==> src/rtl/adc_serial_reader.sv <==
module adc_serial_reader #(
  parameter int WIDTH = 16,
  parameter int LEAD  = 5,
  parameter int HALF  = 2
) (
  input  logic             clk,
  input  logic             rst_n,
  input  logic             start,
  input  logic             verify,
  input  logic             sdi,
  output logic             cs_n,
  output logic             sclk,
  output logic             busy,
  output logic             valid,
  output logic [WIDTH-1:0] result,
  output logic             null_err,
  output logic             mismatch
);
  localparam int NULL_EDGE = LEAD + 1;
  localparam int LAST_NORM = LEAD + 1 + WIDTH;
  localparam int LAST_VER  = LAST_NORM + WIDTH;
  localparam int EW        = $clog2(LAST_VER + 1);
  localparam int DW        = $clog2(2 * HALF + 1);

  typedef enum logic [1:0] {S_IDLE, S_LOW, S_HIGH, S_GUARD} st_t;

  st_t              st;
  logic [DW-1:0]    div;
  logic [EW-1:0]    edges;
  logic             ver_q;
  logic [WIDTH-1:0] word, rep;

  wire [EW-1:0] last       = ver_q ? EW'(LAST_VER) : EW'(LAST_NORM);
  wire [EW-1:0] nxt        = edges + 1'b1;
  wire          half_done  = (div == DW'(HALF - 1));
  wire          guard_done = (div == DW'(2 * HALF - 1));

  assign busy   = (st != S_IDLE);
  assign result = word;

  always_ff @(posedge clk or negedge rst_n) begin
    if (!rst_n) begin
      st       <= S_IDLE;
      cs_n     <= 1'b1;
      sclk     <= 1'b0;
      div      <= '0;
      edges    <= '0;
      ver_q    <= 1'b0;
      word     <= '0;
      rep      <= '0;
      valid    <= 1'b0;
      null_err <= 1'b0;
      mismatch <= 1'b0;
    end else begin
      valid <= 1'b0;
      case (st)
        S_IDLE: if (start) begin
          st       <= S_LOW;
          cs_n     <= 1'b0;
          div      <= '0;
          edges    <= '0;
          ver_q    <= verify;
          null_err <= 1'b0;
          mismatch <= 1'b0;
        end
        S_LOW: if (half_done) begin
          div   <= '0;
          sclk  <= 1'b1;
          st    <= S_HIGH;
          edges <= nxt;
          if (nxt == EW'(NULL_EDGE))
            null_err <= sdi;
          else if (nxt > EW'(NULL_EDGE) && nxt <= EW'(LAST_NORM))
            word <= {word[WIDTH-2:0], sdi};
          else if (nxt > EW'(LAST_NORM))
            rep <= {sdi, rep[WIDTH-1:1]};
        end else begin
          div <= div + 1'b1;
        end
        S_HIGH: if (half_done) begin
          div  <= '0;
          sclk <= 1'b0;
          if (edges == last) begin
            cs_n     <= 1'b1;
            valid    <= 1'b1;
            mismatch <= ver_q && (rep != word);
            st       <= S_GUARD;
          end else begin
            st <= S_LOW;
          end
        end else begin
          div <= div + 1'b1;
        end
        default: if (guard_done) begin
          st  <= S_IDLE;
          div <= '0;
        end else begin
          div <= div + 1'b1;
        end
      endcase
    end
  end
endmodule

==> config.mk <==
export PLATFORM = sky130hd
export DESIGN_NAME = adc_serial_reader
export DESIGN_NICKNAME = d
export VERILOG_FILES = /design/src/rtl/adc_serial_reader.sv
export SDC_FILE = /design/constraint.sdc
export NUM_CORES = 1
export LEC_CHECK = 0
export BUFFER_PORTS_ARGS = -buffer_cell sky130_fd_sc_hd__clkbuf_2
export CAP_MARGIN = 0
export CORE_MARGIN = 2
export CORE_UTILIZATION = 65
export CTS_BUF_LIST = sky130_fd_sc_hd__clkbuf_4
export CTS_CLUSTER_SIZE = 12
export DETAILED_ROUTE_END_ITERATION = 10
export HOLD_SLACK_MARGIN = 0.15
export PLACE_DENSITY = 0.92
export SETUP_SLACK_MARGIN = 0.5
export SYNTH_ARGS = -nofsm -noshare
export SYNTH_HDL_FRONTEND = slang
export SYNTH_SLANG_ARGS = --single-unit
==> constraint.sdc <==
create_clock -name clk -period 6.42 [get_ports clk]
set_clock_uncertainty 0.15 [all_clocks]
set_input_delay 0.642 -clock clk [delete_from_list [all_inputs] [get_ports clk]]
set_output_delay 0.642 -clock clk [all_outputs]
set_load 0.02 [all_outputs]
==> summary.md, run 1 <==
| Metric | Value |
|---|---|
| Status | `finished clean` |
| Switching power | `268 uW` |
| Post-Route WL | `4520 um` |
| Largest net degree at the start of global routing | `50` |
| Seq. cell area | `1230 sq um` |
| CTS tree | `built` |
| I/O pin cnt | `27` |
| Crit-path max FO | `16` |
| Overall Power | `740 uW` |
| Area of the multi-input gates | `1270 sq um` |
| GP Congestion | `0.826` |
| Global route overflow | `0` |
| Post_cts resized | `0` |
| Routed Antenna Nets | `0` |
| Final setup violation count | `0` |
| Fin cells | `303` |
| Port Buffers | `26` |
| Switching share of power | `36.3%` |
| Pint | `471 uW` |
| DP HPWL | `3340 um` |
| Main area contributors after synthesis | `dfrtp_1 46%, mux2_1 13%, xor2_1 6.0%, ha_1 5.3%, nand2_1 2.6%` |
| Comb pwr share | `30.3%` |
| Final hold viol count | `0` |
| Routed WL per cell | `14.9 um` |
| Root buf cell | `clkbuf_4` |
| Die W | `67.4 um` |
| DRT iter0 DRCs | `68` |
| Vias in the first global route | `1,737` |
| Num rows | `23` |
| Setup Buffers After CTS | `0` |
| Clock share of power | `20.1%` |
| Max Cap Viol | `0` |
| Hold/Removal Path Class | `primary input to asynchronous set/reset pin` |
| Largest area contributor in the netlist | `dfrtp_1` |
| Rel. slew slack | `58.2%` |
| Vias per inst | `5.77` |
| Register bit total from synthesis | `49` |
| Unique cell type count in the Yosys netlist | `48` |
| TritonRoute pass-1 iters | `4` |
| Overall global routing resource usage | `23.0%` |
| Die area | `4540 sq um` |
| Ys async rst share | `100%` |
| Crit path kind | `flop to flop` |
| Die H | `67.4 um` |
| Clock buffer count from CTS | `5` |
| VDD IR max | `0.245 mV` |
| Slew @ Worst Pin | `0.628 ns` |
| Initial Utilization | `66.3%` |
| Avg Cell Area, Syn | `11.5 sq um` |
| Lkg Pwr | `1.50 nW` |
| Hold buffer count at cts | `0` |
| Reg power frac | `49.6%` |
| Post-synth EDFFs | `0` |
| RSZ-0062 raised after global routing | `false` |
| Area of the core | `3940 sq um` |
| Startpoint Class | `flop` |
| Area delta synth->final | `7.23%` |
| Fillers | `293` |
| Most used flip-flop cell after synthesis | `dfrtp_1` |
| Final WS setup | `3.67 ns` |
| Setup_tns | `0 ns` |
| Ys Warns | `0` |
| Final Core Density | `71.1%` |
| Maximum buffer depth of the clock tree | `2` |
| Register area share after synthesis | `47.0%` |
| Fmax | `0.363 GHz` |
| Worst Path Required | `6.53 ns` |
| Arrival @ worst endpoint | `2.87 ns` |
| Diodes inserted | `0` |
| Pre-CTS WS | `3.68 ns` |
| Remaining DRCs | `0` |
| First-pass GRT wire length | `7750 um` |
| Initial antenna violation count | `0` |
| Worst setup EP type | `flop` |
| Synth Instances | `228` |
| Yosys top cell area share | `46.0%` |
| CTS Sinks | `49` |
| H-Tree Level Count | `2` |
| Final net count | `268` |
| Final Critical Period | `2.75 ns` |
| Share of post-route cells with drive strength above 1 | `17.4%` |
| Placed Instances | `295` |
| Cell Area, Synth | `2610 sq um` |
| Cell area power density | `264 nW/um^2` |
| Synthesized net count | `244` |
| Part of the cycle the worst path needs | `42.9%` |
| Clock latency on the worst-skew pair | `0.37 ns` |
| Final Slew Violations | `0` |
| Clk pin slew, worst setup/hold paths | `0.15 ns` |
| Routed vias | `1,749` |
==> synth_stat cells, types with 3 or more instances <==
library cell	n
inv_1	10
ha_1	11
nor4_1	6
a21oi_1	5
o21ai_1	7
buf_2	6
o21ai_0	3
and3_1	3
mux2_1	31
dfrtp_1	48
nand4_1	3
nor2_1	11
nand3_1	4
o31ai_1	3
xor2_1	18
nand2_1	18
==> worst max-delay path, stage by stage (launching register included) <==
cell and delay [ns]:
dfrtp_1 0.54, inv_1 0.13, ha_1 0.35, nor2_1 0.18
a21oi_1 0.08, a22oi_1 0.21, nand4_2 0.49, mux2_1 0.50
==> sequential cells by signal, indices dropped and copies added (netlist names) <==
signal    flops
div           3
mismatch      1
rep          16
result       16
edges         6
null_err      1
ver_q         1
valid         1
st            2
sclk          1
cs_n          1
==> kinds of logic (layout without fill, tap and decap cells) <==
logic type	after synthesis	after routing	synth area share (%)
muxes	34	34	14.8
and+or+nand+nor	60	60	12.3
buffers and inverters	21	46	4.31
adders and majority gates	11	11	5.27
xor gates and xnor gates	20	20	6.70
DFF	49	49	47.0
AOI/OAI and AO/OA	33	33	9.72
==> power groups by stage <==
stage | logic, mW | clock network (mW) | registers [mW]
floorplan | 0.162 | 0 | 0.375
global placement | 0.217 | 0 | 0.370
CTS | 0.225 | 0.152 | 0.367
finish | 0.224 | 0.149 | 0.367
global route | 0.256 | 0.163 | 0.372
detailed placement | 0.224 | 0 | 0.373
==> final cells by class <==
class                           count  area share, %
Clock buffer                        6           1.61
Clock inverter                      2          0.536
Inverter                           11           1.47
Multi-Input combinational cell    158           45.4
Sequential cell                    49           43.8
Tap cell                           50           2.23
Timing Repair Buffer               27           4.91
==> final timing paths <==
path                         endpoint  depth (start not counted)     start  slack, ns
setup / recovery           result[13]                          7  edges[0]       3.67
hold / removal             result[13]                          2     rst_n       0.19
setup reg to reg           result[13]                          7  edges[0]       3.67
hold reg to reg                  cs_n                          1      cs_n       0.39
max in group asynchronous      rep[9]                          2     rst_n       5.52
min in group clk                ver_q                          2    verify       0.35
==> cells in the final DEF, fill, tap and decap left out, types with 3 or more instances in the layout <==
cell type   n
a21oi_1     5
o21ai_0     3
inv_1      10
clkbuf_2   26
ha_1       11
and3_1      3
nor4_1      6
nand4_1     3
nand2_1    18
dfrtp_1    48
xor2_1     18
nand3_1     4
o21ai_1     7
mux2_1     31
o31ai_1     3
nor2_1     11
clkbuf_4    6
==> stage by stage <==
stage                     area, sq um  hold slack [ns]
after global placement           2740            0.348
final                            2800            0.192
after detailed placement         2740            0.365
after floorplan                  2610            0.196
after global routing             2800            0.247
after CTS                        2800            0.217
==> routing by layer <==
layer  global-route usage [%]  share of wire [%]
met4                     7.91                1.4
met5                        0                  0
met1                     28.4                 44
met3                     4.33                3.2
met2                     40.3                 52
Power figures use the tool's default switching activity.
==> run 2: changes to the inputs <==
--- a/config.mk
+++ b/config.mk
@@ -5,15 +5,16 @@
 export SDC_FILE = /design/constraint.sdc
 export NUM_CORES = 1
 export LEC_CHECK = 0
+export ABC_AREA = 1
 export BUFFER_PORTS_ARGS = -buffer_cell sky130_fd_sc_hd__clkbuf_2
 export CAP_MARGIN = 0
 export CORE_MARGIN = 2
-export CORE_UTILIZATION = 65
+export CORE_UTILIZATION = 55
 export CTS_BUF_LIST = sky130_fd_sc_hd__clkbuf_4
 export CTS_CLUSTER_SIZE = 12
 export DETAILED_ROUTE_END_ITERATION = 10
 export HOLD_SLACK_MARGIN = 0.15
-export PLACE_DENSITY = 0.92
+export PLACE_DENSITY = 0.83
 export SETUP_SLACK_MARGIN = 0.5
 export SYNTH_ARGS = -nofsm -noshare
 export SYNTH_HDL_FRONTEND = slang
==> constraint.sdc (replaced) <==
create_clock -name clk -period 2.3 [get_ports clk]
set_clock_uncertainty 0.15 [all_clocks]
set_input_delay 0.23 -clock clk [delete_from_list [all_inputs] [get_ports clk]]
set_output_delay 0.23 -clock clk [all_outputs]
set_load 0.02 [all_outputs]
==> summary.md, run 2 <==
| Metric | Value |
|---|---|
| Status | `finished clean` |
| Worst hold slack | `0.189 ns` |
| Overall global routing resource usage | `24.1%` |
| Overall Power | `2.81 mW` |
| Yosys top cell area share | `45.2%` |
| Global route overflow | `0` |
| Routed Antenna Nets | `0` |
| Hold/Removal Path Class | `primary input to asynchronous set/reset pin` |
| Routed WL per cell | `15.4 um` |
| Cell area power density | `814 nW/um^2` |
| Final hold viol count | `0` |
| Part of the cycle the worst path needs | `81.9%` |
| Post-Route WL | `6600 um` |
| Register area share after synthesis | `46.2%` |
| DP HPWL | `3850 um` |
| GP Congestion | `0.909` |
| Initial antenna violation count | `0` |
| Synth Instances | `313` |
| Vias per inst | `5.39` |
| Final instance area | `3450 sq um` |
| H-Tree Level Count | `2` |
| DRT iter0 DRCs | `179` |
| Area of the core | `4690 sq um` |
| Register bit total from synthesis | `49` |
| Final Critical Period | `1.88 ns` |
| Most common cell after layout, fill and taps aside | `nand2_1` |
| Share of post-route cells with drive strength above 1 | `36.1%` |
| Unique cell type count in the Yosys netlist | `34` |
| Post-synth EDFFs | `0` |
| Die W | `73.5 um` |
| Ys Warns | `0` |
| Slew @ Worst Pin | `0.535 ns` |
| CP max-delay cell | `dfrtp_2` |
| Final Core Density | `73.4%` |
| Critical-path cell list | `ha_4 > nor2_1 > inv_1 > nand2_1 > o21ai_4 > o21ai_4 > nor2_4 > buf_12 > nand3_1 > nand2_1` |
| Final Slew Violations | `0` |
| Startpoint Class | `flop` |
| Arrival @ worst endpoint | `2.01 ns` |
| DP Area | `2860 sq um` |
| Diodes inserted | `0` |
| Port Buffers | `26` |
| Worst Path Required | `2.43 ns` |
| Die area | `5410 sq um` |
| CTS Sinks | `49` |
| Remaining DRCs | `0` |
| Cell Area, Synth | `2660 sq um` |
| Num rows | `25` |
| Worst setup EP type | `flop` |
| Final setup violation count | `0` |
| Largest area contributor in the netlist | `dfrtp_1` |
| Max Cap Viol | `0` |
| Initial Utilization | `56.7%` |
| Crit-path max cell delay | `0.48 ns` |
| Main area contributors after synthesis | `dfrtp_1 45%, nand2_1 10%, inv_1 5.9%, ha_1 5.2%, nand3_1 4.1%` |
| Setup_tns | `0 ns` |
| I/O pin cnt | `27` |
| Die H | `73.5 um` |
| Vias in the first global route | `2,168` |
| Clock buffer count from CTS | `5` |
| Clk pin slew, worst setup/hold paths | `0.16 ns` |
| Most common cell in the netlist | `nand2_1` |
| Rel. slew slack | `64.4%` |
| Final net count | `389` |
| Root buf cell | `clkbuf_4` |
| Clock latency on the worst-skew pair | `0.38 ns` |
| First-pass GRT wire length | `10,000 um` |
| VDD IR max | `0.795 mV` |
| Maximum buffer depth of the clock tree | `2` |
| Crit path kind | `flop to flop` |
| Most instantiated cells after synthesis | `72 x nand2_1, 48 x dfrtp_1, 42 x inv_1` |
| TritonRoute pass-1 iters | `4` |
| Routed vias | `2,306` |
| Fmax | `0.531 GHz` |
| Commonest cells after routing, fill and taps aside | `66 x nand2_1, 45 x dfrtp_1, 36 x inv_1` |
| RSZ-0062 raised after global routing | `true` |
| Avg Cell Area, Syn | `8.49 sq um` |
| Largest net degree at the start of global routing | `33` |
| Ys async rst share | `100%` |
| Crit-path max FO | `8` |
| Area delta synth->final | `29.6%` |
| Synthesized net count | `329` |
| CTS tree | `built` |
| Lkg Pwr | `1.66 nW` |
| Most used flip-flop cell after synthesis | `dfrtp_1` |
==> run 2: kinds of logic after synthesis <==
family,after synthesis,share of synthesized area [%]
and+or+nand+nor,146,27.1
buffers and inverters,53,8.61
DFF,49,46.2
AOI/OAI and AO/OA,43,9.37
xor gates and xnor gates,11,3.62
adders and majority gates,11,5.18
==> run 2: where the power goes <==
part | total, mW | leakage, nW | switching [mW] | internal (mW)
sequential | 1.08 | 0.655 | 0.107 | 0.968
combinational | 1.21 | 0.960 | 0.696 | 0.509
clock | 0.526 | 0.0414 | 0.295 | 0.230
total | 2.81 | 1.66 | 1.10 | 1.71
==> run 2: final cells by class <==
cell class / count / area, sq um
Fill cell: 329 / 1250
Clock buffer: 5 / 37.5
Multi-Input combinational cell: 212 / 1410
Inverter: 46 / 179
Sequential cell: 49 / 1230
Timing Repair Buffer: 59 / 472
Tap cell: 54 / 67.6
Clock inverter: 3 / 46.3
==> run 2: final timing paths <==
| path | start | endpoint | slack (ns) | depth (start not counted) |
|---|---|---|---|---|
| min in group clk | null_err | null_err | 0.36 | 2 |
| worst min register to register | null_err | null_err | 0.36 | 2 |
| worst max-delay path | edges[1] | result[5] | 0.42 | 10 |
| max in group asynchronous | rst_n | cs_n | 1.20 | 3 |
| worst min-delay path | rst_n | null_err | 0.19 | 2 |
| worst max register to register | edges[1] | result[5] | 0.42 | 10 |
==> run 2: per-stage QoR <==
stage	setup WS [ns]	std cells
after global routing	0.327	428
after CTS	0.456	419
after global placement	0.285	388
after floorplan	0.501	313
final	0.415	428
after detailed placement	0.210	388
==> run 2: repair_timing <==
action	CTS	global route
pin swaps	14	14
resized for setup	27	29
gates cloned	2	0
hold buffers	5	0
endpoints found under the hold margin	55	0
setup buffers	16	9
endpoints found under the setup margin	45	45
==> run 2: layer usage <==
metal  GRT usage (%)  part of all wire [%]  vias up
met5               0                     0        -
met1            30.6                    41     1095
met3            4.12                   3.6       19
li1                -                     -     1125
met2            42.4                    53       67
met4            6.46                   1.9        0
==> run 2: critical path: cells and delay by family (launching register included) <==
kind                     cells  cell delay [ns]
buffers and inverters        2             0.20
AO/OA/AOI/OAI                2             0.25
flip-flops                   1             0.48
AND/OR/NAND/NOR              5             0.52
adder cells (fa/ha/maj)      1             0.19
==> run 3: changes to the inputs <==
--- a/config.mk
+++ b/config.mk
@@ -9,12 +9,12 @@
 export BUFFER_PORTS_ARGS = -buffer_cell sky130_fd_sc_hd__clkbuf_2
 export CAP_MARGIN = 0
 export CORE_MARGIN = 2
-export CORE_UTILIZATION = 55
+export CORE_UTILIZATION = 61
 export CTS_BUF_LIST = sky130_fd_sc_hd__clkbuf_4
 export CTS_CLUSTER_SIZE = 12
 export DETAILED_ROUTE_END_ITERATION = 10
 export HOLD_SLACK_MARGIN = 0.15
-export PLACE_DENSITY = 0.83
+export PLACE_DENSITY = 0.87
 export SETUP_SLACK_MARGIN = 0.5
 export SYNTH_ARGS = -nofsm -noshare
 export SYNTH_HDL_FRONTEND = slang
==> constraint.sdc (replaced) <==
create_clock -name clk -period 1.9 [get_ports clk]
set_clock_uncertainty 0.15 [all_clocks]
set_input_delay 0.19 -clock clk [delete_from_list [all_inputs] [get_ports clk]]
set_output_delay 0.19 -clock clk [all_outputs]
set_load 0.02 [all_outputs]
==> summary.md, run 3 (synthesized netlist as in run 2, its figures left out) <==
| Metric | Value |
|---|---|
| Root buf cell | `clkbuf_4` |
| First-pass GRT wire length | `11,100 um` |
| CTS tree | `built` |
| Maximum buffer depth of the clock tree | `2` |
| Pint | `2.35 mW` |
| Max Cap Viol | `0` |
| Worst setup EP type | `flop` |
| Die W | `70.0 um` |
| Final net count | `406` |
| DP HPWL | `3900 um` |
| Crit-path max cell delay | `0.47 ns` |
| Final WS setup | `-0.0828 ns` |
| Area of the core | `4260 sq um` |
| Die area | `4900 sq um` |
| Port Buffers | `26` |
| Worst Path Required | `2.06 ns` |
| Commonest cells after routing, fill and taps aside | `60 x nand2_1, 42 x dfrtp_1, 33 x inv_1` |
| Global route overflow | `0` |
| Setup_tns | `-0.664 ns` |
| Switching share of power | `40.8%` |
| Rel. slew slack | `62.5%` |
| Switching power | `1.62 mW` |
| RSZ-0062 raised after global routing | `true` |
| Overall global routing resource usage | `28.7%` |
| Final setup violation count | `19` |
| Most common cell after layout, fill and taps aside | `nand2_1` |
| Post-Route WL | `8000 um` |
| Reg power frac | `33.5%` |
| Vias per inst | `5.72` |
| Startpoint Class | `flop` |
| Failing checks | `negative setup slack` |
| Num rows | `24` |
| Remaining DRCs | `0` |
| Slew @ Worst Pin | `0.563 ns` |
| Routed WL per cell | `18.1 um` |
| Worst hold slack | `0.153 ns` |
| Comb pwr share | `50.9%` |
| Final Slew Violations | `0` |
| Final hold viol count | `0` |
| H-Tree Level Count | `2` |
| Crit-path max FO | `5` |
| GP Congestion | `0.915` |
| Fmax | `0.504 GHz` |
| Critical-path cell list | `inv_2 > buf_6 > ha_4 > inv_6 > nor2_4 > a21oi_2 > nor3b_4 > o211ai_1 > o21ai_1` |
| Cell area power density | `1070 nW/um^2` |
| Largest net degree at the start of global routing | `33` |
| Share of post-route cells with drive strength above 1 | `45.8%` |
| Initial antenna violation count | `0` |
| Status | `complete, but fails checks` |
| Initial Utilization | `62.4%` |
| Final Core Density | `87.5%` |
| Critical path's top delay family | `flip-flops` |
| TritonRoute pass-1 iters | `4` |
| Part of the cycle the worst path needs | `104%` |
| Arrival @ worst endpoint | `2.14 ns` |
| Lkg Pwr | `1.79 nW` |
| Clock share of power | `15.6%` |
| Flop-to-flop setup slack | `-0.08 ns` |
| Final Critical Period | `1.98 ns` |
| Vias in the first global route | `2,322` |
| Clock buffer count from CTS | `5` |
| Clock latency on the worst-skew pair | `0.38 ns` |
| CP max-delay cell | `dfrtp_1` |
| Hold/Removal Path Class | `primary input to asynchronous set/reset pin` |
| Die H | `70.0 um` |
| Worst path bufs/invs | `3` |
| Clk pin slew, worst setup/hold paths | `0.15 ns` |
| Crit path kind | `flop to flop` |
| Area delta synth->final | `40.4%` |
| Routed Antenna Nets | `0` |
| Routed vias | `2,536` |
| DRT iter0 DRCs | `211` |
| Diodes inserted | `0` |
| VDD IR max | `1.26 mV` |
| CTS Sinks | `49` |
| I/O pin cnt | `27` |
==> run 3: changes by cell type in the layout (fill, tap and decap cells not counted), sizes merged <==
cell         before  now
clkbuf           31   27
dlygate4sd3       5    4
buf              28   50
==> run 3: through the flow <==
stage | std cells | worst slack, ns | power (mW) | cell area, sq um
floorplan | 313 | 0.109 | 2.11 | 2790
global placement | 389 | 0.0631 | 2.36 | 2980
detailed placement | 389 | -0.0459 | 2.40 | 2980
CTS | 419 | 0.0758 | 3.37 | 3360
global route | 443 | -0.136 | 4.14 | 3730
finish | 443 | -0.0828 | 3.98 | 3730
==> run 3: worst paths after layout <==
| check | startpoint | cells past startpoint | end |
|---|---|---|---|
| worst max-delay path | st[1] | 9 | st[1] |
| worst min-delay path | rst_n | 2 | rep[3] |
| worst max register to register | st[1] | 9 | st[1] |
| worst min register to register | rep[6] | 2 | rep[6] |
| max in group asynchronous | rst_n | 3 | cs_n |
| min in group clk | rep[6] | 2 | rep[6] |
==> run 3: timing repair <==
action,4_1_cts,5_1_grt
pin swaps,16,19
setup endpoints to repair,51,64
cloned,1,0
hold buffers,4,0
buffers inserted,17,24
hold endpoints to repair,52,0
gates resized for setup,33,51
==> run 3: layout make-up <==
class	instances	area, sq um
Tap cell	52	65.1
Multi-Input combinational cell	212	1520
Timing Repair Buffer	76	637
Inverter	46	196
Fill cell	186	532
Clock buffer	5	37.5
Clock inverter	3	41.3
Sequential cell	49	1230
==> run 3: power by group through the flow <==
stage	sequential [mW]	combinational (mW)	clock, mW
final	1.33	2.03	0.621
after global placement	1.32	1.04	0
after global routing	1.34	2.14	0.662
after detailed placement	1.33	1.07	0
after floorplan	1.35	0.759	0
after CTS	1.30	1.44	0.622
==> run 3: metal layers <==
layer / up-vias / GRT usage, % / part of all wire, %
met4: 0 / 10.7 / 3.8
met1: 1241 / 36.9 / 38
met3: 31 / 3.90 / 5.1
li1: 1156 / - / -
met5: - / 0 / 0
met2: 108 / 49.5 / 53
==> run 3: worst reg2reg max path, stage by stage (launching register included) <==
cell,delay (ns)
dfrtp_1,0.47
inv_2,0.10
buf_6,0.13
ha_4,0.17
inv_6,0.09
nor2_4,0.05
a21oi_2,0.19
nor3b_4,0.31
o211ai_1,0.16
o21ai_1,0.10
